--- src/rtl/rtc_pkg.sv ---
`timescale 1ns/1ps
package rtc_pkg;
  localparam int DATA_W = 8;
  localparam int ADDR_W = 3;
  localparam int NUM_FIELDS = 7;

  localparam logic [ADDR_W-1:0] ADR_SEC  = 3'd0;
  localparam logic [ADDR_W-1:0] ADR_MIN  = 3'd1;
  localparam logic [ADDR_W-1:0] ADR_HOUR = 3'd2;
  localparam logic [ADDR_W-1:0] ADR_DAY  = 3'd3;
  localparam logic [ADDR_W-1:0] ADR_MON  = 3'd4;
  localparam logic [ADDR_W-1:0] ADR_YEAR = 3'd5;
  localparam logic [ADDR_W-1:0] ADR_CENT = 3'd6;
  localparam logic [ADDR_W-1:0] ADR_STAT = 3'd7;

  typedef struct packed {
    logic [DATA_W-1:0] century;
    logic [DATA_W-1:0] year;
    logic [3:0]        month;
    logic [4:0]        day;
    logic [4:0]        hour;
    logic [5:0]        minute;
    logic [5:0]        second;
  } calTime_t;

  typedef struct packed {
    logic                  secStep;
    logic [NUM_FIELDS-1:0] wrField;
    logic [DATA_W-1:0]     wrData;
  } calStrobe_t;
endpackage

--- src/rtl/rtc_ctrl.sv ---
`timescale 1ns/1ps
module rtc_ctrl
  import rtc_pkg::*;
#(
  parameter int TICKS_PER_SEC = 1024
) (
  input  logic              clk,
  input  logic              rstN,
  input  logic              tick,
  input  logic              wrEn,
  input  logic              rdEn,
  input  logic [ADDR_W-1:0] addr,
  input  logic [DATA_W-1:0] wrData,
  output calStrobe_t        strb,
  output logic              irqEn,
  output logic              flag
);
  localparam int PRE_W = $clog2(TICKS_PER_SEC);
  localparam logic [PRE_W-1:0] PRE_MAX = PRE_W'(TICKS_PER_SEC - 1);

  logic [PRE_W-1:0] preCnt;
  logic [NUM_FIELDS-1:0] fieldHit;
  logic statWr;
  logic statRd;

  for (genvar g = 0; g < NUM_FIELDS; g++) begin : g_dec
    assign fieldHit[g] = wrEn && (addr == ADDR_W'(g));
  end

  assign statWr = wrEn && (addr == ADR_STAT);
  assign statRd = rdEn && (addr == ADR_STAT);

  always_ff @(posedge clk) begin
    if (!rstN) begin
      preCnt <= '0;
    end else if (fieldHit[ADR_SEC]) begin
      preCnt <= '0;
    end else if (tick) begin
      preCnt <= (preCnt == PRE_MAX) ? '0 : preCnt + 1'b1;
    end
  end

  always_ff @(posedge clk) begin
    if (!rstN) begin
      irqEn <= 1'b0;
    end else if (statWr) begin
      irqEn <= wrData[0];
    end
  end

  always_ff @(posedge clk) begin
    if (!rstN) begin
      flag <= 1'b0;
    end else if (tick && irqEn) begin
      flag <= 1'b1;
    end else if (statRd) begin
      flag <= 1'b0;
    end
  end

  always_comb begin
    strb.secStep = tick && (preCnt == PRE_MAX) && !fieldHit[ADR_SEC];
    strb.wrField = fieldHit;
    strb.wrData  = wrData;
  end
endmodule

--- src/rtl/rtc_datapath.sv ---
`timescale 1ns/1ps
module rtc_datapath
  import rtc_pkg::*;
#(
  parameter int RESET_CENTURY = 19
) (
  input  logic       clk,
  input  logic       rstN,
  input  calStrobe_t strb,
  output calTime_t   calNow
);
  localparam logic [DATA_W-1:0] CENT_INIT = DATA_W'(RESET_CENTURY);

  function automatic logic [4:0] monthLen(input logic [3:0] m, input logic [DATA_W-1:0] y);
    case (m)
      4'd2:                     monthLen = (y[1:0] == 2'b00) ? 5'd29 : 5'd28;
      4'd4, 4'd6, 4'd9, 4'd11:  monthLen = 5'd30;
      default:                  monthLen = 5'd31;
    endcase
  endfunction

  logic secWrap, minStep, minWrap, hourStep, hourWrap;
  logic dayStep, dayWrap, monStep, monWrap, yearStep, yearWrap;
  logic [4:0] dim;

  always_comb begin
    dim      = monthLen(calNow.month, calNow.year);
    secWrap  = strb.secStep && (calNow.second >= 6'd59);
    minStep  = secWrap;
    minWrap  = minStep && (calNow.minute >= 6'd59);
    hourStep = minWrap;
    hourWrap = hourStep && (calNow.hour >= 5'd23);
    dayStep  = hourWrap;
    dayWrap  = dayStep && (calNow.day >= dim);
    monStep  = dayWrap;
    monWrap  = monStep && (calNow.month >= 4'd12);
    yearStep = monWrap;
    yearWrap = yearStep && (calNow.year >= DATA_W'(99));
  end

  always_ff @(posedge clk) begin
    if (!rstN) begin
      calNow.second  <= '0;
      calNow.minute  <= '0;
      calNow.hour    <= '0;
      calNow.day     <= 5'd1;
      calNow.month   <= 4'd1;
      calNow.year    <= '0;
      calNow.century <= CENT_INIT;
    end else begin
      if (strb.wrField[ADR_SEC])       calNow.second <= strb.wrData[5:0];
      else if (strb.secStep)           calNow.second <= secWrap ? 6'd0 : calNow.second + 6'd1;

      if (strb.wrField[ADR_MIN])       calNow.minute <= strb.wrData[5:0];
      else if (minStep)                calNow.minute <= minWrap ? 6'd0 : calNow.minute + 6'd1;

      if (strb.wrField[ADR_HOUR])      calNow.hour <= strb.wrData[4:0];
      else if (hourStep)               calNow.hour <= hourWrap ? 5'd0 : calNow.hour + 5'd1;

      if (strb.wrField[ADR_DAY])       calNow.day <= strb.wrData[4:0];
      else if (dayStep)                calNow.day <= dayWrap ? 5'd1 : calNow.day + 5'd1;

      if (strb.wrField[ADR_MON])       calNow.month <= strb.wrData[3:0];
      else if (monStep)                calNow.month <= monWrap ? 4'd1 : calNow.month + 4'd1;

      if (strb.wrField[ADR_YEAR])      calNow.year <= strb.wrData;
      else if (yearStep)               calNow.year <= yearWrap ? '0 : calNow.year + 1'b1;

      if (strb.wrField[ADR_CENT])      calNow.century <= strb.wrData;
    end
  end
endmodule

--- src/rtl/rtc_calendar.sv ---
`timescale 1ns/1ps
module rtc_calendar
  import rtc_pkg::*;
#(
  parameter int TICKS_PER_SEC = 1024,
  parameter int RESET_CENTURY = 19
) (
  input  logic              clk,
  input  logic              rstN,
  input  logic              tick,
  input  logic              wrEn,
  input  logic              rdEn,
  input  logic [ADDR_W-1:0] addr,
  input  logic [DATA_W-1:0] wrData,
  output logic [DATA_W-1:0] rdData,
  output logic              irq
);
  calStrobe_t strb;
  calTime_t   calNow;
  logic       irqEn;
  logic       flag;

  rtc_ctrl #(.TICKS_PER_SEC(TICKS_PER_SEC)) u_ctrl (
    .clk(clk), .rstN(rstN), .tick(tick), .wrEn(wrEn), .rdEn(rdEn),
    .addr(addr), .wrData(wrData), .strb(strb), .irqEn(irqEn), .flag(flag)
  );

  rtc_datapath #(.RESET_CENTURY(RESET_CENTURY)) u_dp (
    .clk(clk), .rstN(rstN), .strb(strb), .calNow(calNow)
  );

  always_comb begin
    case (addr)
      ADR_SEC:  rdData = DATA_W'(calNow.second);
      ADR_MIN:  rdData = DATA_W'(calNow.minute);
      ADR_HOUR: rdData = DATA_W'(calNow.hour);
      ADR_DAY:  rdData = DATA_W'(calNow.day);
      ADR_MON:  rdData = DATA_W'(calNow.month);
      ADR_YEAR: rdData = calNow.year;
      ADR_CENT: rdData = calNow.century;
      default:  rdData = {{(DATA_W-2){1'b0}}, flag, irqEn};
    endcase
  end

  assign irq = flag && irqEn;
endmodule

--- config.mk ---
export PLATFORM = sky130hd
export DESIGN_NAME = rtc_calendar
export DESIGN_NICKNAME = d
export VERILOG_FILES = /design/src/rtl/rtc_pkg.sv /design/src/rtl/rtc_ctrl.sv /design/src/rtl/rtc_datapath.sv /design/src/rtl/rtc_calendar.sv
export SDC_FILE = /design/constraint.sdc
export NUM_CORES = 1
export LEC_CHECK = 0
export BUFFER_PORTS_ARGS = -buffer_cell sky130_fd_sc_hd__buf_2
export CAP_MARGIN = 5
export CELL_PAD_IN_SITES_DETAIL_PLACEMENT = 2
export CELL_PAD_IN_SITES_GLOBAL_PLACEMENT = 2
export CORE_ASPECT_RATIO = 1.1
export CORE_MARGIN = 2
export CORE_UTILIZATION = 32
export CTS_CLUSTER_SIZE = 8
export DETAILED_ROUTE_END_ITERATION = 8
export PLACE_DENSITY_LB_ADDON = 0.08
export SYNTH_ARGS = -nofsm -noshare
export SYNTH_HDL_FRONTEND = slang
export SYNTH_SLANG_ARGS = --single-unit
--- constraint.sdc ---
create_clock -name clk -period 2.6 [get_ports clk]
set_input_delay 0.13 -clock clk [delete_from_list [all_inputs] [get_ports clk]]
set_output_delay 0.13 -clock clk [all_outputs]
set_load 0.005 [all_outputs]
---- After elaboration in Yosys (flattened, before gate mapping) ----
Index checks and enable logic that the tools add are counted.
word-level totals
  register bits ........................... 54
  output and inout bits ................... 9
  word-level logic and storage cells ...... 92
  input bits .............................. 16
cells by class
  reductions and logical operators ........ 31
  add/subtract/negate cells ............... 7
  bitwise operators ....................... 1
  eq/ne operators ......................... 13
  muxes and demuxes ....................... 24
  $lt $le $gt $ge ......................... 6
operator list
  cell                   number
  $pmux 8 s7             1
  $mux 6                 6
  $mux 5                 6
  $mux 8                 3
  $logic_and 1x1->1      19
  $reduce_bool 2->1      7
  $add 6x1->6 const B    2
  $eq 3x3->1 const B     4
  $ge 6x6->1 const B     2
  $mux 4                 3
  $add 10x1->10 const B  1
  $add 5x1->5 const B    2
  $eq 10x10->1 const B   1
  $mux 10                1
  $pmux 5 s2             1
  $add 8x1->8 const B    1
  $eq 4x3->1 const B     2
  $eq 4x4->1 const B     2
  $ge 8x7->1 const B     1
  $eq 3x2->1 const B     2
  $ge 5x5->1             1
  $ge 5x5->1 const B     1
  $add 4x1->4 const B    1
  $eq 4x2->1 const B     1
  other kinds (9)        11

---- Depth between registers and ports, before layout ----
Gate-level depths: netlist of run 1.
  word-level depth ........................ 13
  gate-level depth with buffers ........... 13
  mapped depth without buffers ............ 12

---- Modules after synthesis ----
From an unflattened synthesis of run 1, not the netlist that was laid out.
unflattened totals
  cells, all modules ...................... 445
  area, all modules ....................... 3569.7 µm²
by module, submodules not included
  module        area each (µm²)  times used  cells each  sequential area each (µm²)
  rtc_datapath  2424.8           1           301         840.8
  rtc_ctrl      711.9            1           86          240.2
  rtc_calendar  432.9            1           58          0.0

---- Worst setup path after synthesis of run 1 ----
No wires, ideal clock.
  kind .................................... register to register
  start point ............................. register u_dp.calNow[22] (netlist name)
  end point ............................... register u_dp.calNow[30] (netlist name)
  stages on the path, launching flop included .. 14
  data arrival time ....................... 2.680 ns
  slack ................................... -0.139 ns
  path buffers ............................ 1
  setup time .............................. 0.060 ns
  period minus slack after synthesis ...... 2.739 ns
  required time ........................... 2.540 ns
  path through ............................ dfxtp_1 > inv_1 > ha_1 > o21ai_0 > o21ai_0 > o21ai_0 > ha_1 > nand2b_1 > a21oi_1 > or2_2 > or4_1 > buf_2 > o41ai_1 > a22o_1
on the way
  cells in the longest elaborated chain, start to end .. 10
  elaborated cells between the ends (all ways) .. 16
  those cells by class .................... order compare (2); eq/ne (5); mux (4); reduce/logical (5)
ends and longest elaborated chain
  item                                      RTL line            text
  $eq 4x3->1 or $eq 4x4->1 (tied branches)  rtc_datapath.sv:15  case (m)
  $reduce_or 4->1                           rtc_datapath.sv:15
  $pmux 5 s2                                rtc_datapath.sv:15
  $ge 5x5->1                                rtc_datapath.sv:34  dayWrap = dayStep && (calNow.day >= dim);
  $logic_and 1x1->1                         rtc_datapath.sv:34
  $logic_and 1x1->1 *                       rtc_datapath.sv:36  monWrap = monStep && (calNow.month >= 4'd12);
  $logic_and 1x1->1                         rtc_datapath.sv:38  yearWrap = yearStep && (calNow.year >= DATA_W'(99));
  $mux 8 (2 in a row)                       rtc_datapath.sv:67  else if (yearStep) calNow.year <= yearWrap ? '0 : calNow.year + 1'b1;
  $mux 8                                    rtc_datapath.sv:66  if (strb.wrField[ADR_YEAR]) calNow.year <= strb.wrData;
Mark *: on every way between the ends. The rest lies on a longest branch, timed or not. The select of a mux whose other input is x is not followed.
A chain may end at the register's enable or synchronous reset.

---- Worst setup path in the final report of run 1 ----
  start point ............................. register u_dp.calNow[22] (netlist name)
  end point ............................... register u_dp.calNow[32] (netlist name)
on the way
  cells in the longest elaborated chain, start to end .. 10
  elaborated cells between the ends (all ways) .. 16
  those cells by class .................... order compare (2); eq/ne (5); mux (4); reduce/logical (5)
ends and longest elaborated chain
  item                                      RTL line
  $eq 4x3->1 or $eq 4x4->1 (tied branches)  rtc_datapath.sv:15
  $reduce_or 4->1                           rtc_datapath.sv:15
  $pmux 5 s2                                rtc_datapath.sv:15
  $ge 5x5->1                                rtc_datapath.sv:34
  $logic_and 1x1->1                         rtc_datapath.sv:34
  $logic_and 1x1->1 *                       rtc_datapath.sv:36
  $logic_and 1x1->1                         rtc_datapath.sv:38
  $mux 8 (2 in a row)                       rtc_datapath.sv:67
  $mux 8                                    rtc_datapath.sv:66
Marked as above.

==> flow_metrics.tcl, run 1 <==
set metrics [dict create \
    status "complete, but fails checks" \
    violations "negative setup slack" \
    pin_count 25 \
    setup_viol 5 \
    place_congestion 0.799 \
    cp_data_arrival_time_ps 2830 \
    cp_max_fo 6 \
    leakage_nw 1.55 \
    cp-end-kind "register" \
    postSynthAreaPerCell_sq_um 7.72 \
    area_growth_pct 23.0 \
    fin_skew_ps 9.09 \
    drv_slew 0 \
    crit_required_ps 2790 \
    synth.yosys.warnings 0 \
    dieWidth_um 102 \
    dp_hpwl_um 9640 \
    drt-total-wl_um 13100 \
    fin_util_pct 40.2 \
    final_cells 624 \
    slew_headroom_pct 61.0 \
    routedWlPerCell_um 21.0 \
    grt_pass1_wl_um 21100 \
    cts_tree "built" \
    grt_max_degree 29 \
    antenna_found_initial 0 \
    layout.nets 509 \
    grt_pass1_vias 3730 \
    fin_crit_sh_pct 101 \
    ys_ff_latch 54 \
    dpl_cell_area_sq_um 3850 \
    antenna_cells 0 \
    rows 39 \
    hold_viol 0 \
    vias_per_cell 5.75 \
    min_path_type "input pin to register" \
    synth_edf_count 0 \
    fmax_mhz 380 \
    tightest_slew_ps 583 \
    synthesis.area_sq_um 3380 \
    fill_cells 1218 \
    track_usage_pct 23.9 \
    clkLatencyLatePin_ps 300 \
    syn_nets 467 \
    drv_cap 0 \
    critPathLaunchType "register" \
    overflow 0 \
    cts.sinks 54 \
    initial_core_util_pct 32.7 \
    clock_path_buffers 2 \
    rsz0062_at_grt "true" \
    yosysTopAreaCell "dfxtp_1" \
    criticalPathCategory "register to register" \
    synth_commonest_cells "dfxtp_1 (54), nand2_1 (45), o21ai_0 (43), nor2_1 (41), a21oi_1 (29)" \
    synthFlopType "dfxtp_1" \
    ir_worst_vdd_mv 0.276 \
    final_area_sq_um 4160 \
    syn_inst 438 \
    dp.cells 610 \
    power_density_nw_per_um2 446 \
    synth.distinct_cells 58 \
    cts_root_buf "clkbuf_16" \
    yosysTopAreaCellShare_pct 32.0 \
    timing.final.ws_setup_ps -32.8 \
    drtPass1Iterations 4 \
    cts_made_buffers 5 \
    drtIter0Drc 133 \
    port_buffers 24 \
    ant_nets 0 \
    ys_top_cells_by_area "dfxtp_1 (32%), o21ai_0 (6.4%), nand2_1 (5.0%)" \
    seq_area_frac_synth_pct 32.0 \
    dieArea_sq_um 11400 \
    drive_above_1_share_pct 21.2 \
    htree_num_levels 2 \
    synth.most_common_cell "dfxtp_1" \
    async_flop_share_pct 0 \
    core_area_sq_um 10300 \
    die_y_um 112 \
    path_clk_slew_ps 80 \
    drc 0 \
    tns_ps -120 \
    vias 3588 \
    fin_crit_ps 2630 \
]
metrics by stage:
stage          setup slack (ps)  hold WS (ps)  total power (W)
2_1_floorplan             0.370           239          0.00103
3_3_place_gp              -21.7           371          0.00113
3_5_place_dp               -168           388          0.00114
4_1_cts                   -1.79          75.6          0.00187
5_1_grt                    -137          97.7          0.00193
6_report                  -32.8          76.7          0.00186
placed cells by master (no fill, tap or decap), types with 3 or more instances in the layout:
master,instances
nand3b_1,4
or3_1,6
ha_1,9
mux2i_1,8
and2_1,4
o21ai_0,38
nor2b_1,12
inv_4,3
ha_4,4
xor2_1,4
buf_4,32
mux2_2,3
a21oi_1,28
nor2_1,41
a22o_1,5
o41ai_2,5
a31oi_1,17
buf_2,24
dfxtp_1,52
o21ai_1,5
nand2_1,45
and3_1,7
inv_1,7
clkbuf_16,5
o211ai_1,7
nand4_1,8
nand3_1,28
nor3_1,7
a22oi_1,7
flip-flops by register name, indices dropped and copies added (netlist names):
register	count
u_ctrl.flag	1
u_ctrl.irqEn	1
u_ctrl.preCnt	10
u_dp.calNow	42
area by class of cell:
class	instances	area, sq um	area share (%)
well taps	143	179	4.30
inverters	10	45.0	1.08
flip-flops and latches	54	1090	26.2
repair buffers	58	383	9.21
multi-input cells	351	2320	55.7
clock inverters	1	5.00	0.120
clock buffers	7	143	3.43
worst paths after layout:
check / slack [ps] / to / startpoint / cells after the start
max: -30 / u_dp.calNow[32] / u_dp.calNow[22] / 12
min: 80 / u_dp.calNow[33] / wrData[7] / 3
max reg2reg: -30 / u_dp.calNow[32] / u_dp.calNow[22] / 12
min reg2reg: 470 / u_dp.calNow[39] / u_dp.calNow[39] / 2
power breakdown:
group          leakage (nW)  internal (W)  switching (W)  total, W
Clock                0.0739      0.000384       0.000337  0.000721
Sequential            0.439      0.000851      0.0000417  0.000893
Combinational          1.03     0.0000966       0.000145  0.000242
Total                  1.55       0.00133       0.000524   0.00186
logic make-up (layout without fill, tap and decap cells):
| logic type | count (synthesis) | count (layout) | share of synthesized area (%) |
|---|---|---|---|
| flops | 54 | 54 | 32.0 |
| fa+ha+maj | 13 | 13 | 4.81 |
| xor+xnor | 6 | 6 | 1.55 |
| simple gates | 183 | 183 | 28.3 |
| mux | 12 | 12 | 4.03 |
| buf+inv | 33 | 76 | 3.74 |
| compound gates | 137 | 137 | 25.5 |
worst max-delay path, cell delays in order (launching register included):
cell	delay (ps)
dfxtp_4	410
ha_4	160
nor2_1	50
o21ai_1	190
o21ai_2	80
ha_1	280
nand2b_4	120
a21oi_4	60
or2_4	250
or4_4	570
buf_4	180
o21ai_1	120
o21ai_1	70
routing by layer:
metal  up-vias  track usage [%]  routed length (um)
met5         -                0                   0
met4         0             5.07                 157
met3        10             2.57                 268
met2        38             40.1                6440
met1      1825             33.0                6240
li1       1715                -                   -
timing repair:
action,CTS,global route
pin swaps,3,0
gates cloned,0,0
hold buffers,0,0
setup endpoints to repair,7,8
gates resized for setup,15,12
setup buffers,3,3
(Power assumes the default switching activity.)
==> run 2, diff against run 1 <==
Settings changed: SKIP_LAST_GASP from default to 1.
==> flow_metrics.tcl, run 2 (same netlist as run 1, synthesis figures left out) <==
set metrics [dict create \
    fin_crit_sh_pct 101 \
    drive_above_1_share_pct 20.8 \
    drv_cap 0 \
    hold_viol 0 \
    critPathLaunchType "register" \
    slew_headroom_pct 60.6 \
    setup_viol 5 \
    fmax_mhz 379 \
    min_path_type "input pin to register" \
    htree_num_levels 2 \
    grt_pass1_vias 3730 \
    antenna_cells 0 \
    pin_count 25 \
    ant_nets 0 \
    overflow 0 \
    dp_hpwl_um 9640 \
    violations "negative setup slack" \
    leakage_nw 1.55 \
    status "complete, but fails checks" \
    cts_root_buf "clkbuf_16" \
    timing.final.ws_setup_ps -35.2 \
    vias 3580 \
    cts_made_buffers 5 \
    criticalPathCategory "register to register" \
    clock_path_buffers 2 \
    place_congestion 0.799 \
    cp-end-kind "register" \
    initial_core_util_pct 32.7 \
    rows 39 \
    power_density_nw_per_um2 447 \
    crit_slowest_cell "or4_4" \
    final_common_cell "dfxtp_1" \
    die_y_um 112 \
    vias_per_cell 5.74 \
    final_cell_mix "dfxtp_1 (52), nand2_1 (45), nor2_1 (41)" \
    fin_skew_ps 9.02 \
    grt_max_degree 29 \
    fin_hold_ws_ps 77.4 \
    routedWlPerCell_um 21.0 \
    core_area_sq_um 10300 \
    drt-total-wl_um 13100 \
    rsz0062_at_grt "true" \
    drv_slew 0 \
    layout.nets 509 \
    postCtsHoldBufs 0 \
    largest_reg_flops 42 \
    dieWidth_um 102 \
    area_growth_pct 22.7 \
    crit_chain "ha_4 > nor2_1 > o21ai_1 > o21ai_2 > ha_1 > nand2b_4 > a21oi_4 > or2_4 > or4_4 > o41ai_2 > a22o_1" \
    regMostFlops "u_dp.calNow" \
    drtPass1Iterations 4 \
    cp_data_arrival_time_ps 2880 \
    grt_pass1_wl_um 21100 \
    ir_worst_vdd_mv 0.274 \
    path_clk_slew_ps 80 \
    cts.sinks 54 \
    port_buffers 24 \
    cts_tree "built" \
    cp_max_fo 6 \
    track_usage_pct 23.9 \
    fin_crit_ps 2640 \
    critPathMaxStageDelay_ps 570 \
    clkLatencyLatePin_ps 300 \
    reg_top3 "u_dp.calNow: 42 flops, u_ctrl.preCnt: 10 flops" \
    fin_util_pct 40.1 \
    antenna_found_initial 0 \
    drc 0 \
    dieArea_sq_um 11400 \
    tightest_slew_ps 589 \
    crit_required_ps 2850 \
    drtIter0Drc 142 \
]
## run 2: repair_timing
item                       in CTS  in global routing
pin swaps                       3                  0
setup endpoints to repair       7                  8
buffers inserted                3                  3
gates cloned                    0                  0
gates resized for setup        15                 10
## run 2: path summary, 6_finish.rpt
path | cells past startpoint | startpoint | endpoint | slack (ps)
worst max register to register | 11 | u_dp.calNow[22] | u_dp.calNow[30] | -40
worst min register to register | 2 | u_dp.calNow[39] | u_dp.calNow[39] | 470
worst min-delay path | 3 | wrData[6] | u_dp.calNow[32] | 80
worst max-delay path | 11 | u_dp.calNow[22] | u_dp.calNow[30] | -40
## run 2: final cells by class
class                      instances  area [sq um]
fill                            1222          6200
inverter                          10          45.0
clock inverter                     1          5.00
timing repair buffer              58           383
tap                              143           179
clock buffer                       7           143
sequential                        54          1090
multi-input combinational        351          2300
## run 2: layer usage
metal,routed length [um],vias up,GRT usage [%],part of all wire (%)
li1,-,1715,-,-
met1,6270,1817,33.0,48
met2,6430,38,40.1,49
met3,267,10,2.57,2.0
met4,157,0,5.07,1.2
met5,0,-,0,0
## run 2: report_power, final
group	switching, W	leakage, nW	internal (W)	total (W)
registers	0.0000412	0.439	0.000851	0.000892
clock network	0.000335	0.0739	0.000384	0.000719
logic	0.000145	1.03	0.0000964	0.000242
total	0.000522	1.55	0.00133	0.00185
## run 2: per-stage QoR
| stage | setup WS (ps) | instance area, sq um | power (W) | instances | TNS, ps |
|---|---|---|---|---|---|
| floorplan | 0.370 | 3440 | 0.00103 | 438 | 0 |
| global placement | -21.7 | 3850 | 0.00113 | 610 | -21.7 |
| detailed placement | -168 | 3850 | 0.00114 | 610 | -616 |
| CTS | -1.79 | 4080 | 0.00187 | 621 | -3.37 |
| global route | -137 | 4150 | 0.00193 | 624 | -879 |
| finish | -35.2 | 4150 | 0.00185 | 624 | -144 |
## run 2: critical path, delay by kind of cell (launching register included)
| family | cells | cell delay [ps] |
|---|---|---|
| adders and majority gates | 2 | 440 |
| AOI/OAI and AO/OA | 5 | 740 |
| and+or+nand+nor | 4 | 990 |
| DFF | 1 | 410 |
==> run 3, diff against run 2 <==
Settings changed: ABC_CLOCK_PERIOD_IN_PS from default to 2600, CORE_UTILIZATION 32 to 33, SKIP_LAST_GASP 1 to default, SYNTH_HIERARCHICAL from default to 1.
==> flow_metrics.tcl, run 3 <==
set metrics [dict create \
    p_seq_share_pct 48.5 \
    cp_data_arrival_time_ps 2980 \
    synth.yosys.warnings 6 \
    status "complete, but fails checks" \
    htree_num_levels 2 \
    cts.sinks 54 \
    pin_count 25 \
    ant_nets 0 \
    fin_hold_ws_ps 99.7 \
    synth_commonest_cells "dfxtp_1 (54), nand2_1 (42), o21ai_0 (40), nor2_1 (30), a21oi_1 (26)" \
    place_congestion 0.843 \
    drtPass1Iterations 4 \
    synth_edf_count 0 \
    fin_crit_sh_pct 106 \
    crit_required_ps 2830 \
    hold_viol 0 \
    drv_cap 0 \
    critPathMaxStageDelay_ps 400 \
    fin_util_pct 43.2 \
    grt_pass1_wl_um 21200 \
    dp_hpwl_um 9560 \
    synthFlopType "dfxtp_1" \
    synthesis.area_sq_um 3570 \
    syn_nets 474 \
    cp_num_buf_inv 3 \
    switching_share_pct 27.9 \
    criticalPathCategory "register to register" \
    syn_inst 445 \
    drv_slew 0 \
    drive_above_1_share_pct 26.1 \
    final_common_cell "buf_4" \
    fmax_mhz 364 \
    violations "negative setup slack" \
    reg2reg_setup_slack_ps -150 \
    dieWidth_um 103 \
    rows 39 \
    slew_headroom_pct 45.1 \
    ir_worst_vdd_mv 0.216 \
    yosys.area_share.simple_pct 25.8 \
    async_flop_share_pct 0 \
    antenna_cells 0 \
    synth.most_common_cell "dfxtp_1" \
    crit_slowest_cell "or4_1" \
    synth_xor_area_share_pct 0.736 \
    yosysTopAreaCell "dfxtp_1" \
    overflow 0 \
    clkLatencyLatePin_ps 300 \
    largest_reg_flops 42 \
    timing.final.ws_setup_ps -150 \
    drt-total-wl_um 13100 \
    die_y_um 113 \
    share_comb_of_total_power_pct 13.6 \
    antenna_found_initial 0 \
    critPathMostFrequentCell "inv_4" \
    track_usage_pct 23.4 \
    vias_per_cell 5.55 \
    synth_compound_area_share_pct 26.5 \
    power_density_nw_per_um2 400 \
    leakage_nw 1.74 \
    cp_max_fo 6 \
    final-seq-area_sq_um 1100 \
    min_path_type "input pin to register" \
    critPathLaunchType "register" \
    rsz0062_at_grt "true" \
    synthAdderAreaFrac_pct 4.56 \
    cts_root_buf "clkbuf_16" \
    area_growth_pct 26.4 \
    final_cell_mix "buf_4 (63), dfxtp_1 (49), nand2_1 (42)" \
    path_delay_family "simple AND/OR/NAND/NOR gates" \
    tightest_slew_ps 818 \
    p_sw_w 0.000504 \
    ys_ff_latch 54 \
    cts_tree "built" \
    drtIter0Drc 146 \
    initial_core_util_pct 34.2 \
    cp-end-kind "register" \
    multiInputGateArea_sq_um 2390 \
    path_clk_slew_ps 70 \
    fin_crit_ps 2750 \
    crit_chain "inv_4 > ha_4 > inv_4 > o21ai_4 > o21ai_2 > ha_1 > nand2b_4 > a21oi_4 > or2_4 > or3_4 > buf_6 > or4_1 > a31oi_1" \
    dieArea_sq_um 11700 \
    reg_top3 "u_dp/calNow: 42 flops, u_ctrl/preCnt: 10 flops" \
    clock_power_share_pct 37.9 \
    synthMuxAreaShare_pct 5.19 \
    yosysTopAreaCellShare_pct 30.3 \
    fin_skew_ps 4.63 \
    synth_top_family_by_area "compound AO/OA/AOI/OAI gates" \
    synth.distinct_cells 69 \
    routedWlPerCell_um 20.0 \
    ys_top_cells_by_area "dfxtp_1 (30%), o21ai_0 (5.6%), ha_1 (4.6%)" \
    grt_max_degree 32 \
    fill_cells 1208 \
    layout.nets 542 \
    cts_made_buffers 5 \
    seq_area_frac_synth_pct 30.3 \
    setup_viol 7 \
    core_area_sq_um 10400 \
    port_buffers 24 \
    drc 0 \
    tns_ps -738 \
    vias 3647 \
    regMostFlops "u_dp/calNow" \
    postSynthAreaPerCell_sq_um 8.02 \
    grt_pass1_vias 4018 \
    p_int_w 0.00130 \
    clock_path_buffers 2 \
]
==> run 3: power by group through the flow <==
stage	combinational (W)	clock (W)	sequential, W
2_1_floorplan	0.000148	0	0.000890
3_3_place_gp	0.000224	0	0.000893
3_5_place_dp	0.000233	0	0.000894
4_1_cts	0.000239	0.000714	0.000875
5_1_grt	0.000269	0.000744	0.000880
6_report	0.000245	0.000685	0.000876
==> run 3: kinds of logic after synthesis <==
group	count (synthesis)
AND/OR/NAND/NOR	172
AO/OA/AOI/OAI	139
flip-flops	54
buffers and inverters	48
multiplexers	16
adder cells (fa/ha/maj)	13
XOR/XNOR	3
==> run 3: timing repair <==
item                                    4_1_cts  5_1_grt
resized for setup                            27       15
setup buffers                                 4        7
pin swaps                                    10       14
endpoints found under the setup margin        9       10
hold buffers                                  0        0
==> run 3: final timing paths <==
check / start / end / depth (start not counted)
setup / recovery: u_dp/calNow[22] / u_dp/calNow[31] / 13
hold / removal: wrData[7] / u_dp/calNow[33] / 3
setup reg to reg: u_dp/calNow[22] / u_dp/calNow[31] / 13
hold reg to reg: u_dp/calNow[34] / u_dp/calNow[34] / 2
==> run 3: metal layers <==
| layer | track usage (%) | vias to the layer above | routed length, um |
|---|---|---|---|
| li1 | - | 1781 | - |
| met4 | 5.35 | 0 | 144 |
| met2 | 42.3 | 25 | 6890 |
| met5 | 0 | - | 0 |
| met3 | 2.72 | 8 | 187 |
| met1 | 29.2 | 1833 | 5930 |
==> run 3: area by class of cell <==
| type | instances | area share [%] |
|---|---|---|
| Multi-Input combinational cell | 343 | 53.1 |
| Sequential cell | 54 | 24.3 |
| Timing Repair Buffer | 89 | 13.6 |
| Tap cell | 143 | 3.96 |
| Clock buffer | 5 | 2.77 |
| Inverter | 20 | 1.89 |
| Clock inverter | 3 | 0.360 |
==> run 3: worst register-to-register path, cell delays in order (launching register included) <==
cell,delay [ps]
dfxtp_4,380
inv_4,90
ha_4,170
inv_4,50
o21ai_4,140
o21ai_2,70
ha_1,280
nand2b_4,130
a21oi_4,60
or2_4,250
or3_4,370
buf_6,140
or4_1,400
a31oi_1,160
==> run 3: through the flow <==
stage | instance area, sq um | power [W] | cells | worst slack [ps]
global placement | 4150 | 0.00112 | 639 | -111
CTS | 4400 | 0.00183 | 651 | -114
global route | 4510 | 0.00189 | 657 | -218
floorplan | 3620 | 0.00104 | 445 | -109
detailed placement | 4150 | 0.00113 | 639 | -262
finish | 4510 | 0.00181 | 657 | -150
